<file path="src/rtl/pixlane_pkg.sv">
package pixlane_pkg;
  localparam int SLOTS  = 7;
  localparam int LANES  = 5;
  localparam int CBITS  = 10;
  localparam int CTLB   = 4;
  localparam int HIBITS = 6;
  localparam int SLOT_W = $clog2(SLOTS);
  localparam logic [SLOT_W-1:0] LAST_SLOT = SLOT_W'(SLOTS - 1);
  // bit s = clock lane level in slot s
  localparam logic [SLOTS-1:0] CLK_PAT = 7'b1100011;

  typedef enum logic {
    MAP_WIDE_FIRST = 1'b0,
    MAP_LOW_FIRST  = 1'b1
  } map_mode_e;

  typedef struct packed {
    logic [CTLB-1:0]  ctl;
    logic [CBITS-1:0] r;
    logic [CBITS-1:0] g;
    logic [CBITS-1:0] b;
  } pixel_t;

  // one colour split into the slices that the lanes consume
  typedef struct packed {
    logic [HIBITS-1:0] hi;   // lanes 0..2
    logic [1:0]        f3;   // lane 3
    logic [1:0]        f4;   // lane 4
  } chan_split_t;

  typedef logic [SLOTS-1:0]       lane_word_t;
  typedef lane_word_t [LANES-1:0] lane_frame_t;
endpackage

</file>
<file path="src/rtl/pixlane_slot_seq.sv">
module pixlane_slot_seq
  import pixlane_pkg::*;
(
  input  logic              clk,
  input  logic              rst_n,
  input  logic              stb,
  output logic [SLOT_W-1:0] slot_q,
  output logic [SLOT_W-1:0] slot_nxt,
  output logic              boundary,
  output logic              clk_lane_q
);
  assign boundary = stb && (slot_q == LAST_SLOT);
  assign slot_nxt = boundary ? '0 : SLOT_W'(slot_q + 1'b1);

  always_ff @(posedge clk or negedge rst_n) begin
    if (!rst_n) begin
      slot_q     <= '0;
      clk_lane_q <= CLK_PAT[0];
    end else if (stb) begin
      slot_q     <= slot_nxt;
      clk_lane_q <= CLK_PAT[slot_nxt];
    end
  end
endmodule

</file>
<file path="src/rtl/pixlane_field_sel.sv">
module pixlane_field_sel
  import pixlane_pkg::*;
(
  input  pixel_t            pix,
  input  map_mode_e         mode,
  output chan_split_t [2:0] split
);
  logic [2:0][CBITS-1:0] colors;
  assign colors = {pix.b, pix.g, pix.r};   // index 0 = red, 1 = green, 2 = blue

  for (genvar c = 0; c < 3; c++) begin : g_chan
    assign split[c] = (mode == MAP_LOW_FIRST)
      ? '{hi: colors[c][HIBITS-1:0], f3: colors[c][7:6], f4: colors[c][9:8]}
      : '{hi: colors[c][CBITS-1:CBITS-HIBITS], f3: colors[c][3:2], f4: colors[c][1:0]};
  end
endmodule

</file>
<file path="src/rtl/pixlane_lane_map.sv">
module pixlane_lane_map
  import pixlane_pkg::*;
(
  input  chan_split_t [2:0] split,
  input  logic [CTLB-1:0]   ctl,
  output lane_frame_t       frame
);
  chan_split_t sr, sg, sb;
  assign sr = split[0];
  assign sg = split[1];
  assign sb = split[2];

  // each word listed from slot 6 down to slot 0
  assign frame[0] = {sr.hi[0], sr.hi[1], sr.hi[2], sr.hi[3], sr.hi[4], sr.hi[5], sg.hi[0]};
  assign frame[1] = {sg.hi[1], sg.hi[2], sg.hi[3], sg.hi[4], sg.hi[5], sb.hi[0], sb.hi[1]};
  assign frame[2] = {sb.hi[2], sb.hi[3], sb.hi[4], sb.hi[5], ctl[0], ctl[1], ctl[2]};
  assign frame[3] = {sr.f3[0], sr.f3[1], sg.f3[0], sg.f3[1], sb.f3[0], sb.f3[1], ctl[3]};
  assign frame[4] = {sr.f4[0], sr.f4[1], sg.f4[0], sg.f4[1], sb.f4[0], sb.f4[1], ctl[3]};
endmodule

</file>
<file path="src/rtl/pixlane_serializer.sv">
module pixlane_serializer
  import pixlane_pkg::*;
(
  input  logic             clk,
  input  logic             rst_n,
  input  logic             slot_stb,
  input  logic             mode_vesa,
  input  logic             pix_valid,
  output logic             pix_ready,
  input  logic [CBITS-1:0] pix_red,
  input  logic [CBITS-1:0] pix_grn,
  input  logic [CBITS-1:0] pix_blu,
  input  logic             pix_hsync,
  input  logic             pix_vsync,
  input  logic             pix_de,
  input  logic             pix_spare,
  output logic [LANES-1:0] lane_data,
  output logic             lane_clk
);
  logic [SLOT_W-1:0] slot_q, slot_nxt;
  logic              boundary;
  pixel_t            in_pix, cap_pix, sel_pix;
  map_mode_e         cap_mode, sel_mode;
  chan_split_t [2:0] split;
  lane_frame_t       frame;
  logic [LANES-1:0]  lane_q;

  pixlane_slot_seq u_seq (
    .clk        (clk),
    .rst_n      (rst_n),
    .stb        (slot_stb),
    .slot_q     (slot_q),
    .slot_nxt   (slot_nxt),
    .boundary   (boundary),
    .clk_lane_q (lane_clk)
  );

  assign pix_ready = boundary;
  assign in_pix = '{ctl: {pix_spare, pix_de, pix_vsync, pix_hsync},
                    r: pix_red, g: pix_grn, b: pix_blu};

  // at the boundary the incoming pixel feeds slot 0 directly
  always_comb begin
    if (boundary) begin
      sel_pix  = pix_valid ? in_pix : '0;
      sel_mode = map_mode_e'(mode_vesa);
    end else begin
      sel_pix  = cap_pix;
      sel_mode = cap_mode;
    end
  end

  always_ff @(posedge clk or negedge rst_n) begin
    if (!rst_n) begin
      cap_pix  <= '0;
      cap_mode <= MAP_WIDE_FIRST;
    end else if (boundary) begin
      cap_pix  <= sel_pix;
      cap_mode <= sel_mode;
    end
  end

  pixlane_field_sel u_sel (
    .pix   (sel_pix),
    .mode  (sel_mode),
    .split (split)
  );

  pixlane_lane_map u_map (
    .split (split),
    .ctl   (sel_pix.ctl),
    .frame (frame)
  );

  always_ff @(posedge clk or negedge rst_n) begin
    if (!rst_n) begin
      lane_q <= '0;
    end else if (slot_stb) begin
      for (int l = 0; l < LANES; l++) lane_q[l] <= frame[l][slot_nxt];
    end
  end

  assign lane_data = lane_q;
endmodule

</file>
<file path="config.mk">
export PLATFORM = sky130hd
export DESIGN_NAME = pixlane_serializer
export DESIGN_NICKNAME = d
export VERILOG_FILES = /design/src/rtl/pixlane_pkg.sv /design/src/rtl/pixlane_slot_seq.sv /design/src/rtl/pixlane_field_sel.sv /design/src/rtl/pixlane_lane_map.sv /design/src/rtl/pixlane_serializer.sv
export SDC_FILE = /design/constraint.sdc
export NUM_CORES = 1
export LEC_CHECK = 0
export BUFFER_PORTS_ARGS = -buffer_cell sky130_fd_sc_hd__clkbuf_2
export CORE_MARGIN = 2
export CORE_UTILIZATION = 45
export DETAILED_ROUTE_END_ITERATION = 6
export PLACE_DENSITY = 0.66
export SYNTH_ARGS = -nofsm -noshare
export SYNTH_HDL_FRONTEND = slang
export SYNTH_HIERARCHICAL = 1
export SYNTH_SLANG_ARGS = --single-unit
</file>
<file path="constraint.sdc">
create_clock -name clk -period 3.6 [get_ports clk]
set_clock_uncertainty 0.05 [all_clocks]
set_input_delay 1.08 -clock clk [delete_from_list [all_inputs] [get_ports clk]]
set_output_delay 1.08 -clock clk [all_outputs]
set_load 0.05 [all_outputs]
</file>
==> results of run 1 <==
==> worst reg2reg max path, cell delays in order (launching register included) <==
cell and delay, ps:
dfrtp_1 410, inv_1 60, ha_1 220, and3_4 210
mux2_2 880, mux2_4 360, mux2_2 260, a221oi_1 320
a211oi_2 50
==> power breakdown <==
part           total (mW)  leakage, nW  internal, mW  switching, mW
Clock               0.337       0.0434         0.156          0.181
Combinational        1.88        0.930         0.950          0.930
Sequential          0.796        0.552         0.710         0.0858
Total                3.01         1.52          1.82           1.20
==> cell families (layout without fill, tap and decap cells) <==
logic type / count (synthesis) / after routing
buffers and inverters: 90 / 95
AO/OA/AOI/OAI: 87 / 87
multiplexers: 50 / 50
AND/OR/NAND/NOR: 50 / 50
flip-flops: 44 / 44
adder cells (fa/ha/maj): 2 / 2
==> flip-flops by register name, summed over array words and instances (netlist names) <==
signal and count:
cap_mode 1, cap_pix 34, lane_data 5, u_seq/clk_lane_q 1, u_seq/slot_q 3
==> worst paths after layout <==
path,slack [ps],from,cells past startpoint,endpoint
worst max-delay path,510,slot_stb,4,pix_ready
worst min-delay path,470,cap_pix[22]$_DFFE_PN0P_,2,cap_pix[22]$_DFFE_PN0P_
worst max register to register,670,u_seq/slot_q[0]$_DFFE_PN0P_,8,lane_data[4]$_DFFE_PN0P_
worst min register to register,470,cap_pix[22]$_DFFE_PN0P_,2,cap_pix[22]$_DFFE_PN0P_
max in group asynchronous,1840,rst_n,2,u_seq/clk_lane_q$_DFFE_PN1P_
min in group asynchronous,920,rst_n,1,cap_pix[13]$_DFFE_PN0P_
==> layout by cell type (no fill, tap or decap), drive strengths merged <==
cell	netlist	layout
o21ai	68	68
clkbuf	8	51
mux2	50	50
dfrtp	43	43
inv	36	36
nand2	33	33
nor2	8	8
a221oi	6	6
buf	46	6
o22ai	5	5
a211oi	5	5
nand3	2	2
clkinvlp	0	2
ha	2	2
and3	2	2
and2	1	1
nand2b	1	1
or2	1	1
and2b	1	1
a21oi	1	1
nor2b	1	1
a21o	1	1
a2111oi	1	1
dfstp	1	1
==> final cells by class <==
class | count | area (sq um)
tap | 80 | 100
timing repair buffer | 51 | 295
sequential | 44 | 1100
clock inverter | 2 | 15.0
inverter | 36 | 135
clock buffer | 6 | 82.6
multi-input combinational | 189 | 1480
fill | 650 | 3540
==> routing by layer <==
layer	up-vias	track usage	part of all wire
li1	1057	-	-
met1	972	0.251	0.53
met2	45	0.244	0.43
met3	2	0.0313	0.034
met4	0	0.0420	0.0064
met5	-	0	0
==> through the flow <==
stage / area (sq um) / std cells / hold WS [ps] / power, mW
floorplan: 3110 / 323 / 427 / 2.77
global placement: 3120 / 400 / 452 / 2.64
detailed placement: 3120 / 400 / 458 / 2.68
CTS: 3210 / 408 / 478 / 3.03
global route: 3210 / 408 / 493 / 3.22
finish: 3210 / 408 / 473 / 3.01
==> results.md, run 1 <==
* Max Cap Viol at 0
* Delay of the slowest critical-path stage at 320 ps
* Post-Synth Adder-Cell Area at 0.00804
* Total CTS buffers at 5
* Actual slew at the worst max-slew pin at 1100 ps
* Worst EP required at approximately 2500 ps
* Clock Tree Buf Depth at 2
* Core Rows at 30
* Worst-path clk slew at around 80 ps
* Post-synthesis compound-gate area fraction at 0.171
* Vias in the first global route at 2,032
* Cell with the most instances after synthesis: o21ai_0
* #FFs+latches synth at 44
* Max frequency at 323 MHz
* Initial antenna violation count at 0
* Area contributors post-synth: dfrtp_1 35%, mux2_4 19%, o21ai_0 11%, buf_4 8.4%, inv_1 4.3%
* Slew HR at 0.265
* H-tree depth at 2
* Global route overflow at 0
* Die Wd at 87.2 um
* Synth Area in XOR/XNOR at 0
* DRT iter0 DRCs at roughly 110
* Final min period at just over 3000 ps
* Synth Cell Area at 3110 sq um
* Lkg Pwr at 1.52 nW
* Synth Area in Simple Gates at 0.0695
* Crit Path Max Fanout at 75
* CTS resizes at 0
* Layout area overhead at 3.17%
* Crit Path Class: in -> out
* Final core occ at 0.476
* Combinational family with the most area after synthesis: multiplexers
* # port buffers at 45
* Wire length per cell at 14.5 um
* Most frequent cells after synthesis: 68 x o21ai_0, 43 x dfrtp_1, 39 x mux2_4, 36 x inv_1, 35 x buf_4
* Mux share of post-synthesis cell area at 0.228
* IO Count at 46
* Final worst-path cycle share at 0.860
* CTS tree: built
* Buffer and inverter count on the worst path at 3
* Final TNS setup at 0 ps
* Die ar. at 7600 sq um
* Slew Viols, Final at 0
* Seq/Total Area, Yosys at 0.354
* Pre-CTS WS at 195 ps
* Final hold vios at 0
* CP Launch Type: input port
* Total GRT Usage at 0.166
* Initial Utilization at 0.461
* Synth area leader: dfrtp_1
* Netlist cell types at 30
* Synth Instances at 323
* Top cell type's share of synthesized area at 0.346
* Final #Nets at 368
* Largest net degree at the start of global routing at 76
* Yosys warning total at 6
* RSZ-0062 raised after global routing: no
* Root Buffer: clkbuf_8
* Endpoints failing setup at 0
* Core ar. at 6760 sq um
* Post-synth EDFFs at 0
* Largest delay share family, worst path: buffers and inverters
* Die Y at 87.2 um
* Worst Hold Class: reg -> reg
* CTS Sinks at 44
* Setup Buffers After CTS at 0
* Async SR Flop Fraction at 1.00
* Post-DP HPWL at between 4000 and 5000 um
* Post-route DRC at 0
* ANT cells at 0
* Antenna-violating nets left at 0
* CP endpoint kind: output pin
* Clock Latency Late Sink at 300 ps
* Pwr/cell area at 937 nW/um^2
* CP dominant cell by count: clkbuf_2
* Worst-path cell chain: clkbuf_2 > and3_4 > buf_12 > clkbuf_2
* Vias at 2,076
* Share of cells above drive strength 1 at 0.372
* Critical path data arrival time at about 2000 ps
* Status: complete, no violations
* Gpl congestion at 0.862
* Routed wire length at 5920 um
* Pre-antenna DRT Iters at 4
* Synth Flop Type: dfrtp_1
* Final setup margin at 505 ps
* Cts hold-fix bufs at 0
* Syn Area/Cell at a little under 10 sq um
* Maximum VDD drop at 0.378 mV
* Via density per instance at 5.09
* Synth Net Count at 364
* Slowest CP cell: clkbuf_2
* First-pass GRT wire length at 10,000 um
(Power assumes the default switching activity.)
==> run 2, diff against run 1 <==
Settings changed: ABC_AREA from default to 1, REMOVE_ABC_BUFFERS from default to 1.
==> run 2 against run 1 <==
Compared with the run above: die area rose by 7.2%; power fell by 5.6%; first-iteration DRC count grew 36%; sequential power barely moved; worst setup slack gained 45 ps; synthesized cell count rose by 45%; combinational power shrank 9%; critical path depth stayed put; area after synthesis up 7.5%; critical endpoint unchanged.
==> results.md, run 2 <==
* Status: complete, no violations (unchanged)
* Area taken by multi-input logic gates at 1490 sq um (was 1480 sq um)
* Gpl congestion at 0.791 (was 0.862)
* Lkg Pwr at 1.76 nW (was 1.52 nW)
* Slew Viols, Final at 0 (unchanged)
* Setup Buffers After CTS at 0 (unchanged)
* RSZ-0062 raised after global routing: no (unchanged)
* Total GRT Usage at 0.167 (was 0.166)
* Final hold vios at 0 (unchanged)
* Cts hold-fix bufs at 0 (unchanged)
* Max Cap Viol at 0 (unchanged)
* Actual slew at the worst max-slew pin at 1100 ps (about the same)
* Post-synth EDFFs at 0 (unchanged)
* CP Launch Type: input port (unchanged)
* Critical path data arrival time at 1920 ps (was 1960 ps)
* Non-Filler Instances at 564 (was 408)
* Maximum VDD drop at 0.346 mV (was 0.378 mV)
* Layout area overhead at -0.149% (was 3.17%)
* Netlist cell types at 25 (was 30)
* Clock Latency Late Sink at 300 ps (about the same)
* Total CTS buffers at 5 (unchanged)
* Post-route DRC at 0 (unchanged)
* Die ar. at 8150 sq um (was 7600 sq um)
* Slowest CP cell: clkbuf_2 (unchanged)
* Async SR Flop Fraction at 1.00 (unchanged)
* Cells after DPL at 556 (was 400)
* Most frequent cells after synthesis: 125 x nand2_1, 68 x o21ai_1, 58 x inv_1, 49 x nand3_1, 43 x dfrtp_1 (was 68 x o21ai_0, 43 x dfrtp_1, 39 x mux2_4, 36 x inv_1, 35 x buf_4)
* Final worst-path cycle share at 0.847 (was 0.860)
* Core ar. at 7210 sq um (was 6760 sq um)
* First-pass GRT wire length at 11,300 um (was 10,000 um)
* Initial antenna violation count at 0 (unchanged)
* H-tree depth at 2 (unchanged)
* Core Rows at 31 (was 30)
* #FFs+latches synth at 44 (unchanged)
* # port buffers at 45 (unchanged)
* Delay of the slowest critical-path stage at 310 ps (was 320 ps)
* Largest delay share family, worst path: buffers and inverters (unchanged)
* Clock Tree Buf Depth at 2 (unchanged)
* Global route overflow at 0 (unchanged)
* Worst EP required at 2470 ps (about the same)
* CTS resizes at 0 (unchanged)
* Wire length per cell at 11.3 um (was 14.5 um)
* Crit Path Max Fanout at 10 (was 75)
* Area contributors post-synth: dfrtp_1 32%, nand2_1 14%, o21ai_1 10%, buf_4 9.4%, nand3_1 7.3% (was dfrtp_1 35%, mux2_4 19%, o21ai_0 11%, buf_4 8.4%, inv_1 4.3%)
* Worst-path cell chain: clkbuf_2 > nand3_2 > inv_2 > clkbuf_2 (was clkbuf_2 > and3_4 > buf_12 > clkbuf_2)
* CTS tree: built (unchanged)
* CP dominant cell by count: clkbuf_2 (unchanged)
* Slew HR at 0.268 (was 0.265)
* R2r setup slk at 1140 ps (was 670 ps)
* Antenna-violating nets left at 0 (unchanged)
* Max frequency at 328 MHz (was 323 MHz)
* Post-DP HPWL at 4700 um (was 4220 um)
* ANT cells at 0 (unchanged)
* IO Count at 46 (unchanged)
* Sequential Area at 1100 sq um (unchanged)
* Commonest non-fill, non-tap cell in the layout: nand2_1 (was o21ai_0)
* Via density per instance at 4.66 (was 5.09)
* Vias in the first global route at 2,454 (was 2,032)
* Endpoints failing setup at 0 (unchanged)
* Final TNS setup at 0 ps (unchanged)
* Root Buffer: clkbuf_8 (unchanged)
* Largest net degree at the start of global routing at 55 (was 76)
* Synth Cell Area at 3350 sq um (was 3110 sq um)
* Die Y at 90.3 um (was 87.2 um)
* Top cell type's share of synthesized area at 0.321 (was 0.346)
* Buffer and inverter count on the worst path at 3 (unchanged)
* Final min period at 3050 ps (was 3090 ps)
* Crit Path Class: in -> out (unchanged)
* Vias at 2,627 (was 2,076)
* Synth Flop Type: dfrtp_1 (unchanged)
* Seq/Total Area, Yosys at 0.329 (was 0.354)
* Pwr/cell area at 851 nW/um^2 (was 937 nW/um^2)
* DRT iter0 DRCs at 144 (was 106)
* Register with the most flip-flops: cap_pix (unchanged)
* Most frequent cells in the layout: 125 x nand2_1, 68 x o21ai_1, 57 x inv_1 (was 68 x o21ai_0, 45 x clkbuf_2, 43 x dfrtp_1)
* CP endpoint kind: output pin (unchanged)
* Share of cells above drive strength 1 at 0.243 (was 0.372)
* Worst-path clk slew at 80 ps (about the same)
* CTS Sinks at 44 (unchanged)
* Max reg flops at 34 (unchanged)
* Synth Instances at 469 (was 323)
* Final #Nets at 505 (was 368)
* Cell with the most instances after synthesis: nand2_1 (was o21ai_0)
* Syn Area/Cell at 7.14 sq um (was 9.64 sq um)
* Worst Hold Class: reg -> reg (unchanged)
* Yosys warning total at 6 (unchanged)
* Hold WS at 438 ps (was 473 ps)
* Synth area leader: dfrtp_1 (unchanged)
* Routed wire length at 6360 um (was 5920 um)
* Pre-antenna DRT Iters at 4 (unchanged)
* Fillcell total at 751 (was 650)
* Die Wd at 90.3 um (was 87.2 um)
* Initial Utilization at 0.464 (was 0.461)
-- run 2: metrics by stage --
stage / utilization / instance area [sq um] / setup WS, ps / total power [mW]
2_1_floorplan: - / 2850 / -1310 / 2.13
3_3_place_gp: 0.450 / 3240 / 535 / 2.49
3_5_place_dp: 0.450 / 3240 / 506 / 2.52
4_1_cts: 0.463 / 3340 / 550 / 2.88
5_1_grt: 0.463 / 3340 / 486 / 3.15
6_report: 0.463 / 3340 / 550 / 2.84
-- run 2: final timing paths --
check	from	endpoint	cells after the start
worst max register to register	u_seq/slot_q[0]$_DFFE_PN0P_	lane_data[3]$_DFFE_PN0P_	15
worst max-delay path	slot_stb	pix_ready	4
min in group asynchronous	rst_n	cap_pix[10]$_DFFE_PN0P_	1
max in group asynchronous	rst_n	cap_pix[24]$_DFFE_PN0P_	1
worst min-delay path	lane_data[3]$_DFFE_PN0P_	lane_data[3]$_DFFE_PN0P_	2
worst min register to register	lane_data[3]$_DFFE_PN0P_	lane_data[3]$_DFFE_PN0P_	2
-- run 2: kinds of logic (layout without fill, tap and decap cells) --
logic type,count (synthesis),in the layout,share of synthesized area
buffers and inverters,124,120,0.225
flip-flops,44,44,0.329
adder cells (fa/ha/maj),2,2,0.00747
multiplexers,2,2,0.00673
AND/OR/NAND/NOR,226,226,0.324
AO/OA/AOI/OAI,71,71,0.108
-- run 2: cell type report --
class                      instances  area share
multi-input combinational        301       0.447
sequential                        44       0.330
timing repair buffer              49      0.0801
inverter                          63      0.0763
tap                               99      0.0371
clock buffer                       8      0.0299
-- run 2: metal layers --
layer  up-vias  part of all wire  global-route usage
li1       1417                 -                   -
met1      1160              0.49               0.224
met2        41              0.45               0.269
met3         9             0.034              0.0309
met4         0             0.023              0.0654
met5         -                 0                   0
-- run 2: worst reg2reg max path: cells and delay by family, from the launching register on --
| family | cells | cell delay, ps |
|---|---|---|
| AND/OR/NAND/NOR | 10 | 950 |
| buffers and inverters | 3 | 630 |
| flip-flops | 1 | 440 |
| adder cells (fa/ha/maj) | 1 | 190 |
| AO/OA/AOI/OAI | 1 | 180 |
-- run 2: power breakdown --
| part | internal [mW] | switching [mW] |
|---|---|---|
| combinational | 0.579 | 1.13 |
| clock | 0.175 | 0.168 |
| sequential | 0.715 | 0.0786 |
==> run 3, diff against run 2 <==
Settings changed: ABC_AREA 1 to 0.
Clock period 3.6 ns to 3.2 ns, I/O delays scaled along.
==> run 3 against run 2 <==
Compared with the run above: register-to-register slack worse by 540 ps; highest routed layer unchanged; critical path depth stayed put; via count is 21% lower; design area is 2.2% lower.
==> results.md, run 3 (synthesized netlist as in run 1, its figures left out) <==
* CTS tree: built (unchanged)
* Die Y at 87.2 um (was 90.3 um)
* Non-Filler Instances at 410 (was 564)
* CTS Sinks at 44 (unchanged)
* Gpl congestion at 0.724 (was 0.791)
* Final #Nets at 370 (was 505)
* Total CTS buffers at 5 (unchanged)
* Vias at 2,074 (was 2,627)
* Status: complete, no violations (unchanged)
* Hold WS at 466 ps (was 438 ps)
* Die ar. at 7600 sq um (was 8150 sq um)
* Die Wd at 87.2 um (was 90.3 um)
* Maximum VDD drop at 0.368 mV (was 0.346 mV)
* Power, Total at 3.50 mW (was 2.84 mW)
* CP endpoint kind: output pin (unchanged)
* Slew Viols, Final at 0 (unchanged)
* DRT iter0 DRCs at 92 (was 144)
* Commonest non-fill, non-tap cell in the layout: o21ai_0 (was nand2_1)
* Initial Utilization at 0.461 (was 0.464)
* Cells after DPL at 402 (was 556)
* Most frequent cells in the layout: 68 x o21ai_0, 45 x clkbuf_2, 43 x dfrtp_1 (was 125 x nand2_1, 68 x o21ai_1, 57 x inv_1)
* Clock Latency Late Sink at 300 ps (about the same)
* Routed wire length at 5710 um (was 6360 um)
* Initial antenna violation count at 0 (unchanged)
* Core Rows at 30 (was 31)
* R2r setup slk at 600 ps (was 1140 ps)
* Critical path data arrival time at 1760 ps (was 1920 ps)
* Worst Hold Class: reg -> reg (unchanged)
* H-tree depth at 2 (unchanged)
* Final setup margin at 434 ps (was 550 ps)
* Via density per instance at 5.06 (was 4.66)
* Pwr/cell area at 1070 nW/um^2 (was 851 nW/um^2)
* # port buffers at 45 (unchanged)
* Lkg Pwr at 1.56 nW (was 1.76 nW)
* Setup Buffers After CTS at 0 (unchanged)
* Pre-CTS WS at 249 ps (was 506 ps)
* Instance area at placement at 3140 sq um (was 3240 sq um)
* Register with the most flip-flops: cap_pix (unchanged)
* Fillcell total at 648 (was 751)
* Design area at 3270 sq um (was 3340 sq um)
* RSZ-0062 raised after global routing: no (unchanged)
* Root Buffer: clkbuf_8 (unchanged)
* Worst-path clk slew at 90 ps (was 80 ps)
* Max Cap Viol at 0 (unchanged)
* Post-DP HPWL at 4070 um (was 4700 um)
* Final min period at 2770 ps
* Max reg flops at 34 (unchanged)
* Endpoints failing setup at 0 (unchanged)
* Crit Path Class: in -> out (unchanged)
* CP Launch Type: input port (unchanged)
* Actual slew at the worst max-slew pin at 572 ps (was 1100 ps)
* Crit Path Max Fanout at 42 (was 10)
* CTS resizes at 0 (unchanged)
* Core ar. at 6760 sq um (was 7210 sq um)
* Pre-antenna DRT Iters at 4 (unchanged)
* Vias in the first global route at 2,036 (was 2,454)
* Final TNS setup at 0 ps (unchanged)
* Max frequency at around 360 MHz
* Final worst-path cycle share at 0.864
* Global route overflow at 0 (unchanged)
* Antenna-violating nets left at 0 (unchanged)
* Post-route DRC at 0 (unchanged)
* Clock Tree Buf Depth at 2 (unchanged)
* Slew HR at 0.619 (was 0.268)
* Wire length per cell at 13.9 um (was 11.3 um)
* Final core occ at 0.484 (was 0.463)
* Total GRT Usage at 0.159 (was 0.167)
* Layout area overhead at 4.98% (was -0.149%)
* Worst EP required at 2190 ps (was 2470 ps)
* Share of cells above drive strength 1 at 0.376 (was 0.243)
* ANT cells at 0 (unchanged)
* Cts hold-fix bufs at 0 (unchanged)
* IO Count at 46 (unchanged)
* Final hold vios at 0 (unchanged)
* Largest net degree at the start of global routing at 45 (was 55)
* First-pass GRT wire length at 9490 um (was 11,300 um)
-- run 3: cell count changes in the layout (fill, tap and decap cells not counted), sizes merged, moves of 4 or more --
cell    previous run  this run
nor2               2         8
inv               61        36
nand3             62         2
o22ai              0         5
buf                4         8
nand2            161        33
mux2               2        50
a211oi             0         5
a221oi             0         6
-- run 3: worst max-delay path, cell delays in order --
cell and delay (ps):
clkbuf_2 90, and3_4 210, buf_12 180, clkbuf_2 300
-- run 3: area by class of cell --
class                      count  area (sq um)  area share
sequential                    44          1100       0.337
multi-input combinational    189          1480       0.454
clock inverter                 1          30.0     0.00918
inverter                      36           135      0.0413
clock buffer                   7          96.3      0.0295
timing repair buffer          53           323      0.0987
tap                           80           100      0.0306
-- run 3: where the power goes --
part,leakage (nW),total (mW),switching [mW],internal (mW)
combinational,0.944,2.13,1.03,1.10
clock,0.0645,0.475,0.199,0.276
sequential,0.552,0.894,0.0957,0.798
-- run 3: routing by layer --
| layer | wire, um | part of all wire | global-route usage | vias up |
|---|---|---|---|---|
| met5 | 0 | 0 | 0 | - |
| met4 | 72 | 0.013 | 0.0462 | 0 |
| met3 | 210 | 0.037 | 0.0389 | 8 |
| met2 | 2620 | 0.46 | 0.249 | 37 |
| met1 | 2810 | 0.49 | 0.218 | 964 |
| li1 | - | - | - | 1065 |
-- run 3: path summary, 6_finish.rpt --
path | from | end | cells past startpoint
max reg2reg | u_seq/slot_q[0]$_DFFE_PN0P_ | lane_data[4]$_DFFE_PN0P_ | 11
max | slot_stb | pix_ready | 4
max in group asynchronous | rst_n | cap_pix[29]$_DFFE_PN0P_ | 2
min in group asynchronous | rst_n | cap_pix[33]$_DFFE_PN0P_ | 2
min | cap_mode$_DFFE_PN0P_ | cap_mode$_DFFE_PN0P_ | 1
min reg2reg | cap_mode$_DFFE_PN0P_ | cap_mode$_DFFE_PN0P_ | 1
